===== config.mk =====
export PLATFORM = sky130hd
export DESIGN_NAME = extstat_latch
export DESIGN_NICKNAME = d
export VERILOG_FILES = /design/src/rtl/extstat_pkg.sv /design/src/rtl/extstat_sync.sv /design/src/rtl/extstat_ctrl.sv /design/src/rtl/extstat_datapath.sv /design/src/rtl/extstat_latch.sv
export SDC_FILE = /design/constraint.sdc
export NUM_CORES = 1
export LEC_CHECK = 0
export BUFFER_PORTS_ARGS = -buffer_cell sky130_fd_sc_hd__buf_2
export CORE_AREA = 2 2 49 51
export DETAILED_ROUTE_END_ITERATION = 7
export DIE_AREA = 0 0 51 53
export PLACE_DENSITY = 0.8
export SLEW_MARGIN = 40
export SYNTH_ARGS = -nofsm -noshare
export SYNTH_HDL_FRONTEND = slang
export SYNTH_SLANG_ARGS = --single-unit

===== constraint.sdc =====
create_clock -name clk -period 1.96 [get_ports clk]
set_input_delay 0.392 -clock clk [delete_from_list [all_inputs] [get_ports clk]]
set_output_delay 0.392 -clock clk [all_outputs]
set_load 0.02 [all_outputs]

===== src/rtl/extstat_pkg.sv =====
package extstat_pkg;

  typedef enum logic [1:0] {
    MODE_ASYNC  = 2'd0,
    MODE_MONO   = 2'd1,
    MODE_BI     = 2'd2,
    MODE_FRAMED = 2'd3
  } chanMode_e;

  // positions inside the frozen external/status vector
  localparam int ES_BITS = 5;
  localparam int ES_CTS  = 0;
  localparam int ES_DCD  = 1;
  localparam int ES_SH   = 2;
  localparam int ES_BRK  = 3;
  localparam int ES_EOM  = 4;

  // control to datapath strobes
  typedef struct packed {
    logic esClear;
    logic chanReset;
  } ctlStrobe_t;

endpackage


===== src/rtl/extstat_sync.sv =====
module extstat_sync #(
  parameter int W = 4,
  parameter int STAGES = 2,
  parameter logic [W-1:0] RST_VAL = '0
) (
  input  logic         clk,
  input  logic         rstN,
  input  logic [W-1:0] din,
  output logic [W-1:0] dout
);
  logic [STAGES-1:0][W-1:0] stage;

  always_ff @(posedge clk or negedge rstN) begin
    if (!rstN) begin
      for (int s = 0; s < STAGES; s++) stage[s] <= RST_VAL;
    end else begin
      stage[0] <= din;
      for (int s = 1; s < STAGES; s++) stage[s] <= stage[s-1];
    end
  end

  assign dout = stage[STAGES-1];
endmodule


===== src/rtl/extstat_ctrl.sv =====
module extstat_ctrl
  import extstat_pkg::*;
#(
  parameter int CMD_W = 3,
  parameter logic [CMD_W-1:0] CMD_ES_RESET   = 3'd2,
  parameter logic [CMD_W-1:0] CMD_CHAN_RESET = 3'd3,
  parameter logic [CMD_W-1:0] CMD_EOM_RESET  = 3'd5
) (
  input  logic             clk,
  input  logic             rstN,
  input  chanMode_e        mode,
  input  logic             rxEnable,
  input  logic             enterHunt,
  input  logic             syncFound,
  input  logic             abortSeen,
  input  logic             txUnderrun,
  input  logic             txLoad,
  input  logic             txDrained,
  input  logic             crcDone,
  input  logic             rxNotEmpty,
  input  logic             cmdValid,
  input  logic [CMD_W-1:0] cmdCode,
  output ctlStrobe_t       strobe,
  output logic             huntLevel,
  output logic             eomLevel,
  output logic             txEmpty,
  output logic             rxAvail
);
  logic eomClr, syncMode, underrunTake, huntSetReq, crcBusy;

  always_comb begin
    strobe.esClear   = cmdValid && (cmdCode == CMD_ES_RESET);
    strobe.chanReset = cmdValid && (cmdCode == CMD_CHAN_RESET);
    eomClr           = cmdValid && (cmdCode == CMD_EOM_RESET);
    syncMode         = (mode != MODE_ASYNC);
    underrunTake     = txUnderrun && syncMode && !eomLevel;
    huntSetReq       = enterHunt || !rxEnable ||
                       (abortSeen && (mode == MODE_FRAMED));
  end

  always_ff @(posedge clk or negedge rstN) begin
    if (!rstN) begin
      huntLevel <= 1'b1;
      eomLevel  <= 1'b0;
      crcBusy   <= 1'b0;
      txEmpty   <= 1'b1;
      rxAvail   <= 1'b0;
    end else if (strobe.chanReset) begin
      huntLevel <= 1'b1;
      eomLevel  <= 1'b0;
      crcBusy   <= 1'b0;
      txEmpty   <= 1'b1;
      rxAvail   <= 1'b0;
    end else begin
      if (huntSetReq)     huntLevel <= 1'b1;
      else if (syncFound) huntLevel <= 1'b0;

      if (underrunTake)   eomLevel <= 1'b1;
      else if (eomClr)    eomLevel <= 1'b0;

      if (underrunTake)   crcBusy <= 1'b1;
      else if (crcDone)   crcBusy <= 1'b0;

      if (txLoad || underrunTake)              txEmpty <= 1'b0;
      else if (crcDone || (txDrained && !crcBusy)) txEmpty <= 1'b1;

      rxAvail <= rxNotEmpty;
    end
  end
endmodule


===== src/rtl/extstat_datapath.sv =====
module extstat_datapath
  import extstat_pkg::*;
(
  input  logic       clk,
  input  logic       rstN,
  input  ctlStrobe_t strobe,
  input  chanMode_e  mode,
  input  logic       ctsSyn,
  input  logic       dcdSyn,
  input  logic       syncSyn,
  input  logic       brkSyn,
  input  logic       huntLevel,
  input  logic       eomLevel,
  input  logic       txEmpty,
  input  logic       rxAvail,
  input  logic       esIntEn,
  output logic [7:0] statusWord,
  output logic       esIntReq,
  output logic       esLatched
);
  logic [ES_BITS-1:0] live, liveQ, snap, edgeHit;
  logic primed, anyEdge;

  always_comb begin
    live[ES_CTS] = ~ctsSyn;
    live[ES_DCD] = ~dcdSyn;
    live[ES_SH]  = (mode == MODE_ASYNC) ? ~syncSyn : huntLevel;
    live[ES_BRK] = brkSyn;
    live[ES_EOM] = eomLevel;
  end

  for (genvar b = 0; b < ES_BITS; b++) begin : g_edge
    if (b == ES_EOM) begin : g_rise
      assign edgeHit[b] = live[b] & ~liveQ[b];
    end else begin : g_both
      assign edgeHit[b] = live[b] ^ liveQ[b];
    end
  end

  assign anyEdge = primed && (|edgeHit);

  always_ff @(posedge clk or negedge rstN) begin
    if (!rstN) begin
      liveQ     <= '0;
      snap      <= '0;
      primed    <= 1'b0;
      esLatched <= 1'b0;
      esIntReq  <= 1'b0;
    end else begin
      liveQ <= live;
      if (strobe.chanReset) begin
        primed    <= 1'b0;
        esLatched <= 1'b0;
        esIntReq  <= 1'b0;
      end else begin
        primed <= 1'b1;
        if (strobe.esClear) begin
          esLatched <= 1'b0;
          esIntReq  <= 1'b0;
          snap      <= live;
        end else if (!esLatched) begin
          snap <= live;
          if (anyEdge) begin
            esLatched <= 1'b1;
            esIntReq  <= esIntEn;
          end
        end
      end
    end
  end

  assign statusWord = {esIntReq, rxAvail, txEmpty, snap};
endmodule


===== src/rtl/extstat_latch.sv =====
module extstat_latch
  import extstat_pkg::*;
#(
  parameter int SYNC_STAGES = 2,
  parameter int CMD_W = 3,
  parameter logic [CMD_W-1:0] CMD_ES_RESET   = 3'd2,
  parameter logic [CMD_W-1:0] CMD_CHAN_RESET = 3'd3,
  parameter logic [CMD_W-1:0] CMD_EOM_RESET  = 3'd5
) (
  input  logic             clk,
  input  logic             rstN,
  input  logic [1:0]       mode,
  input  logic             clearToSendN,
  input  logic             carrierDetN,
  input  logic             syncInN,
  input  logic             breakIn,
  input  logic             rxEnable,
  input  logic             enterHunt,
  input  logic             syncFound,
  input  logic             abortSeen,
  input  logic             txUnderrun,
  input  logic             txLoad,
  input  logic             txDrained,
  input  logic             crcDone,
  input  logic             rxNotEmpty,
  input  logic             cmdValid,
  input  logic [CMD_W-1:0] cmdCode,
  input  logic             esIntEn,
  output logic [7:0]       statusWord,
  output logic             esIntReq
);
  chanMode_e  modeE;
  ctlStrobe_t strobe;
  logic [3:0] pinSyn;
  logic huntLevel, eomLevel, txEmpty, rxAvail, esLatched;

  assign modeE = chanMode_e'(mode);

  extstat_sync #(.W(4), .STAGES(SYNC_STAGES), .RST_VAL(4'b0111)) u_sync (
    .clk(clk), .rstN(rstN),
    .din({breakIn, syncInN, carrierDetN, clearToSendN}),
    .dout(pinSyn)
  );

  extstat_ctrl #(
    .CMD_W(CMD_W), .CMD_ES_RESET(CMD_ES_RESET),
    .CMD_CHAN_RESET(CMD_CHAN_RESET), .CMD_EOM_RESET(CMD_EOM_RESET)
  ) u_ctrl (
    .clk(clk), .rstN(rstN), .mode(modeE), .rxEnable(rxEnable),
    .enterHunt(enterHunt), .syncFound(syncFound), .abortSeen(abortSeen),
    .txUnderrun(txUnderrun), .txLoad(txLoad), .txDrained(txDrained),
    .crcDone(crcDone), .rxNotEmpty(rxNotEmpty), .cmdValid(cmdValid),
    .cmdCode(cmdCode), .strobe(strobe), .huntLevel(huntLevel),
    .eomLevel(eomLevel), .txEmpty(txEmpty), .rxAvail(rxAvail)
  );

  extstat_datapath u_dp (
    .clk(clk), .rstN(rstN), .strobe(strobe), .mode(modeE),
    .ctsSyn(pinSyn[0]), .dcdSyn(pinSyn[1]), .syncSyn(pinSyn[2]),
    .brkSyn(pinSyn[3]), .huntLevel(huntLevel), .eomLevel(eomLevel),
    .txEmpty(txEmpty), .rxAvail(rxAvail), .esIntEn(esIntEn),
    .statusWord(statusWord), .esIntReq(esIntReq), .esLatched(esLatched)
  );
endmodule


======== After elaboration in Yosys (flattened, before gate mapping) ========
Cells that the tools add are included.
storage, ports and cells
  register bits after elaboration ......... 26
  bits of input ports ..................... 22
  output and inout bits ................... 9
  word-level logic and storage cells ...... 78
cells by class
  bitwise logic cells ..................... 10
  equal/unequal tests ..................... 6
  mux-type cells .......................... 25
  reductions and logical operators ........ 25
operator list
  cell                  count
  $mux W1               23
  $reduce_bool A3 Y1    5
  $mux W5               2
  $logic_and A1 B1 Y1   8
  $eq A3 B2 Y1 const B  2
  $not A1 Y1            5
  $reduce_or A5 Y1      1
  $logic_or A1 B1 Y1    4
  $reduce_and A2 Y1     2
  $xor A1 B1 Y1         4
  $eq A3 B3 Y1 const B  1
  $logic_not A1 Y1      3
  $ne A3 B3 Y1 const B  1
  $eq A2 B2 Y1 const B  1
  $logic_not A2 Y1      1
  $ne A2 B2 Y1 const B  1
  $reduce_bool A2 Y1    1
  $and A1 B1 Y1         1

======== Logic depth before layout (Yosys ltp) ========
  word-level depth ........................ 9
  gate-level depth with buffers ........... 4
  depth with buffers taken out ............ 4

======== By module ========
A second synthesis with hierarchy kept.
second synthesis, totals
  cells, all modules ...................... 84
  area total of the unflattened synthesis .. 1057.3 um^2
by module, submodules not included
  module            cells each  area an instance (um^2)  instances  seq. area each (um^2)
  extstat_datapath  46          545.5                    1          325.3
  extstat_ctrl      26          274.0                    1          127.6
  extstat_sync      12          237.7                    1          207.7

======== Worst setup path before layout ========
OpenSTA, ideal clock, no wires.
  path kind ............................... reg2reg
  start point ............................. reg u_sync.stage (netlist bit u_sync.dout[2])
  end point ............................... reg u_dp.esIntReq
  data arrival time ....................... 1516 ps
  cell stages (with the launch flop) ...... 5
  setup time .............................. 79 ps
  clock period less this slack ............ 1595 ps
  path buffers ............................ 0
  path slack .............................. 365 ps
  data required time ...................... 1881 ps
  cells stage by stage .................... dfstp_2 > or3b_4 > a21o_1 > a311oi_2 > mux2i_1
on the way
  word-level cells in the longest chain between the ends .. 7
ends and longest elaborated chain
  element                       RTL line                source
  start, declared               extstat_sync.sv:11      logic [STAGES-1:0][W-1:0] stage;
  $not A1 Y1                    extstat_datapath.sv:27  live[ES_SH] = (mode == MODE_ASYNC) ? ~syncSyn : huntLevel;
  $mux W1                       extstat_datapath.sv:27
  $xor A1 B1 Y1                 extstat_datapath.sv:36  assign edgeHit[b] = live[b] ^ liveQ[b];
  $reduce_or A5 Y1              extstat_datapath.sv:40  assign anyEdge = primed && (|edgeHit);
  $logic_and A1 B1 Y1           extstat_datapath.sv:40
  $reduce_bool A3 Y1 (no line)  n/a
  $reduce_and A2 Y1 (no line)   n/a
  end signal, assigned          extstat_datapath.sv:65  esIntReq <= esIntEn;
  end, declared                 extstat_datapath.sv:18  output logic esIntReq,
Every way passes these cells.
A chain may end at the register's enable or synchronous reset.

======== Worst setup path in the final report ========
Same ends and word-level chain as after synthesis.

==> results by group <==
Clock tree
  – Hold Buf Count CTS: 0
  – CTS tree: built
  – Clock Latency Late Sink: 0.31 ns
  – H-tree levels: 1
  – Total CTS buffers: 3
  – Setup bufs post-CTS: 0
  – Longest Clk Path Bufs: 2
  – Reg clk slew, reported paths: 0.13 ns
  – Clock Sinks: 26
  – Post-CTS Resized: 0
  – CTS root buf: clkbuf_4

GRT
  – First-pass GRT wire length: 2610 um
  – Initial antenna violation count: 0
  – GRT overflow: 0
  – Largest net degree at the start of global routing: 27
  – Number of global-route vias before repair: 632
  – Total Routing Usage GR: 0.132

Pwr
  – Final total power: 1.10 mW
  – Max VDD drop: 0.000549 V
  – PwrDens: 907 nW/um^2
  – Leak: 0.567 nW

Finish
  – Post-route cell area: 1210 um^2
  – Post-Layout Cell Count: 135
  – Antenna Diode Count: 0
  – Layout Utilization: 0.564
  – Fillers: 212
  – Share of layout cells above drive strength 1: 0.486
  – Synth-to-Final Area Change: 20.2%
  – Fin nets: 130

Routing
  – Residual DRC: 0
  – ANT nets after route: 0
  – DR WL met3: 107 um
  – Initial drt markers: 4
  – Vias: 641
  – Met2 wire length: 776 um
  – DR top layer: met4
  – DRT Pass-1 Iters: 4
  – WL/cell: 11.9 um
  – Final WL: 1610 um
  – Vias per cell: 4.75
  – Met1 wire length: 711 um

Floorplanning
  – Top Ports: 31
  – Chip width: 51 um
  – Die Y: 53 um
  – Row Count: 17
  – Initial Util: 0.469
  – Core area: 2150 um^2
  – Die area: 2700 um^2

Worst setup path
  – Crit path capture: u_dp.esIntReq$_DFFE_PN0P_
  – Crit Reg-Reg Endpoint: u_dp.esIntReq$_DFFE_PN0P_
  – Max incr delay on CP: 0.53 ns
  – Worst R2R Setup Slack: 0.28 ns
  – Worst Path Required: 2.19 ns
  – Crit path kind: reg2reg
  – CP startpoint kind: register
  – Crit-path slowest cell: dfstp_2
  – CP Cell Sequence: or3b_4, a21o_1, a311oi_2, mux2i_1
  – Worst Setup End Kind: register
  – CP max FO: 3
  – Crit path buf inv count: 0
  – R2r startpoint: u_sync.dout[2]$_DFF_PN1_
  – Worst Setup SP: u_sync.dout[2]$_DFF_PN1_
  – Worst path depth: 4
  – Delay-heaviest family, CP: flip-flops
  – Register-to-Register Path Depth: 4
  – Worst Path Arrival: 1.91 ns

Timing
  – Hold Vio Cnt, Final: 0
  – Worst-margin pin slew: 0.542 ns
  – Slew HR: 0.639
  – WHS: 0.0412 ns
  – Final setup skew: 0.0121 ns
  – Fmax: 595 MHz
  – RSZ-0062 raised after global routing: false
  – Setup TNS Final: 0 ns
  – Fin crit share: 0.857
  – Setup ws final: 0.280 ns
  – Setup Viol. Count Final: 0
  – Final Max Tran Viols: 0
  – Fin crit period: 1.68 ns

Placement
  – Placed cells: 131
  – Area after DPL: 1180 um^2
  – RD Place Congestion: 0.724
  – Hpwl dp: 1210 um
  – DP Worst Slack: 0.247 ns
  – Port Buffer Count: 30

Worst hold path
  – Worst min-delay path class: in2async

Flow run
  – Maximum Capacitance Violations: 0

Synthesis
  – Mapped Area: 1010 um^2
  – Post-Synthesis Cells: 74
  – Post-synth cell types: 30
  – Synth Register Bits: 26
  – Post-Syn Area per Cell: 13.6 um^2
  – Yosys warnings: 0
  – Synthesized net count: 96
  – Seq/Total Area, Yosys: 0.656

Run status
  – Status: complete, no violations
-- worst min path at each step --
stage / from / to / slack, ns / cells past startpoint
final: rstN / u_ctrl.rxAvail$_DFF_PN0_ / 0.04 / 1
after global routing: rstN / u_ctrl.rxAvail$_DFF_PN0_ / 0.07 / 1
after CTS: rstN / u_ctrl.crcBusy$_DFFE_PN0P_ / 0.06 / 1
after detailed placement: u_sync.stage[3]$_DFF_PN0_ / u_sync.dout[3]$_DFF_PN0_ / 0.34 / 0
after global placement: u_sync.stage[3]$_DFF_PN0_ / u_sync.dout[3]$_DFF_PN0_ / 0.33 / 0
after floorplan: rstN / u_ctrl.crcBusy$_DFFE_PN0P_ / 0.1 / 0
-- flip-flops by register name, summed over array words and instances, names as in the netlist --
signal / flops
u_ctrl.txEmpty: 1
u_ctrl.rxAvail: 1
u_ctrl.huntLevel: 1
u_ctrl.crcBusy: 1
u_sync.stage: 4
u_dp.primed: 1
u_dp.esIntReq: 1
u_dp.liveQ: 5
u_sync.dout: 4
u_dp.esLatched: 1
u_ctrl.eomLevel: 1
u_dp.snap: 5
-- layout by cell type, fill, tap and decap left out, types with 2 or more instances in the layout --
cell and n:
dfstp_2 8, nor2_1 3, nand2b_1 2, buf_2 30, nand2_1 2, buf_4 2
nand3_1 2, a31oi_1 2, dfrtp_1 18, mux2_2 5, inv_1 7, clkbuf_4 3
xnor2_1 2, o21a_1 2
-- area by class of cell --
class                   instances  area, um^2  share of cell area
clock buffers                   4        26.3              0.0217
well taps                      28        35.0              0.0289
multi-input cells              38         298               0.246
repair buffers                 32         165               0.136
flip-flops and latches         26         661               0.545
inverters                       7        26.3              0.0217
-- kinds of logic after synthesis --
logic type | after synthesis | synth area share
flip-flops | 26 | 0.656
buffers and inverters | 10 | 0.0485
AND/OR/NAND/NOR | 16 | 0.0957
multiplexers | 6 | 0.0658
XOR/XNOR | 3 | 0.0261
AO/OA/AOI/OAI | 13 | 0.108
-- power by group --
group,internal [mW],switching [mW],total [mW]
combinational,0.100,0.128,0.228
sequential,0.614,0.0378,0.651
clock,0.0794,0.139,0.219
total,0.793,0.305,1.10
-- per-layer routing --
layer,up-vias,GRT usage
li1,316,-
met4,0,0.0541
met5,-,0
met3,4,0.0254
met2,25,0.240
met1,296,0.153
-- Yosys cell counts --
cell       number  area share
o31ai_1         1      0.0075
nand4b_1        1      0.0087
dfrtp_1        18        0.45
nand2b_1        2       0.012
mux2i_1         1      0.0099
nand2_1         2      0.0075
a211oi_1        1      0.0075
xor2_1          1      0.0087
nor3b_1         1      0.0075
a31oi_1         2       0.012
and2_1          1      0.0062
a2111oi_2       1       0.015
o21bai_1        1      0.0075
xnor2_1         2       0.017
a311oi_2        1       0.015
a21boi_1        1      0.0075
a21o_1          1      0.0075
o21ai_0         1      0.0050
inv_1           7       0.026
and2_2          1      0.0075
nand3b_1        1      0.0075
nand3_1         2      0.0099
buf_4           3       0.022
mux2_2          5       0.056
o21a_1          2       0.015
nor2b_1         1      0.0062
nor2_1          3       0.011
dfstp_2         8        0.21
or3b_4          1       0.011
o2111ai_1       1      0.0087
No activity file was read; power rests on OpenSTA's default activity.
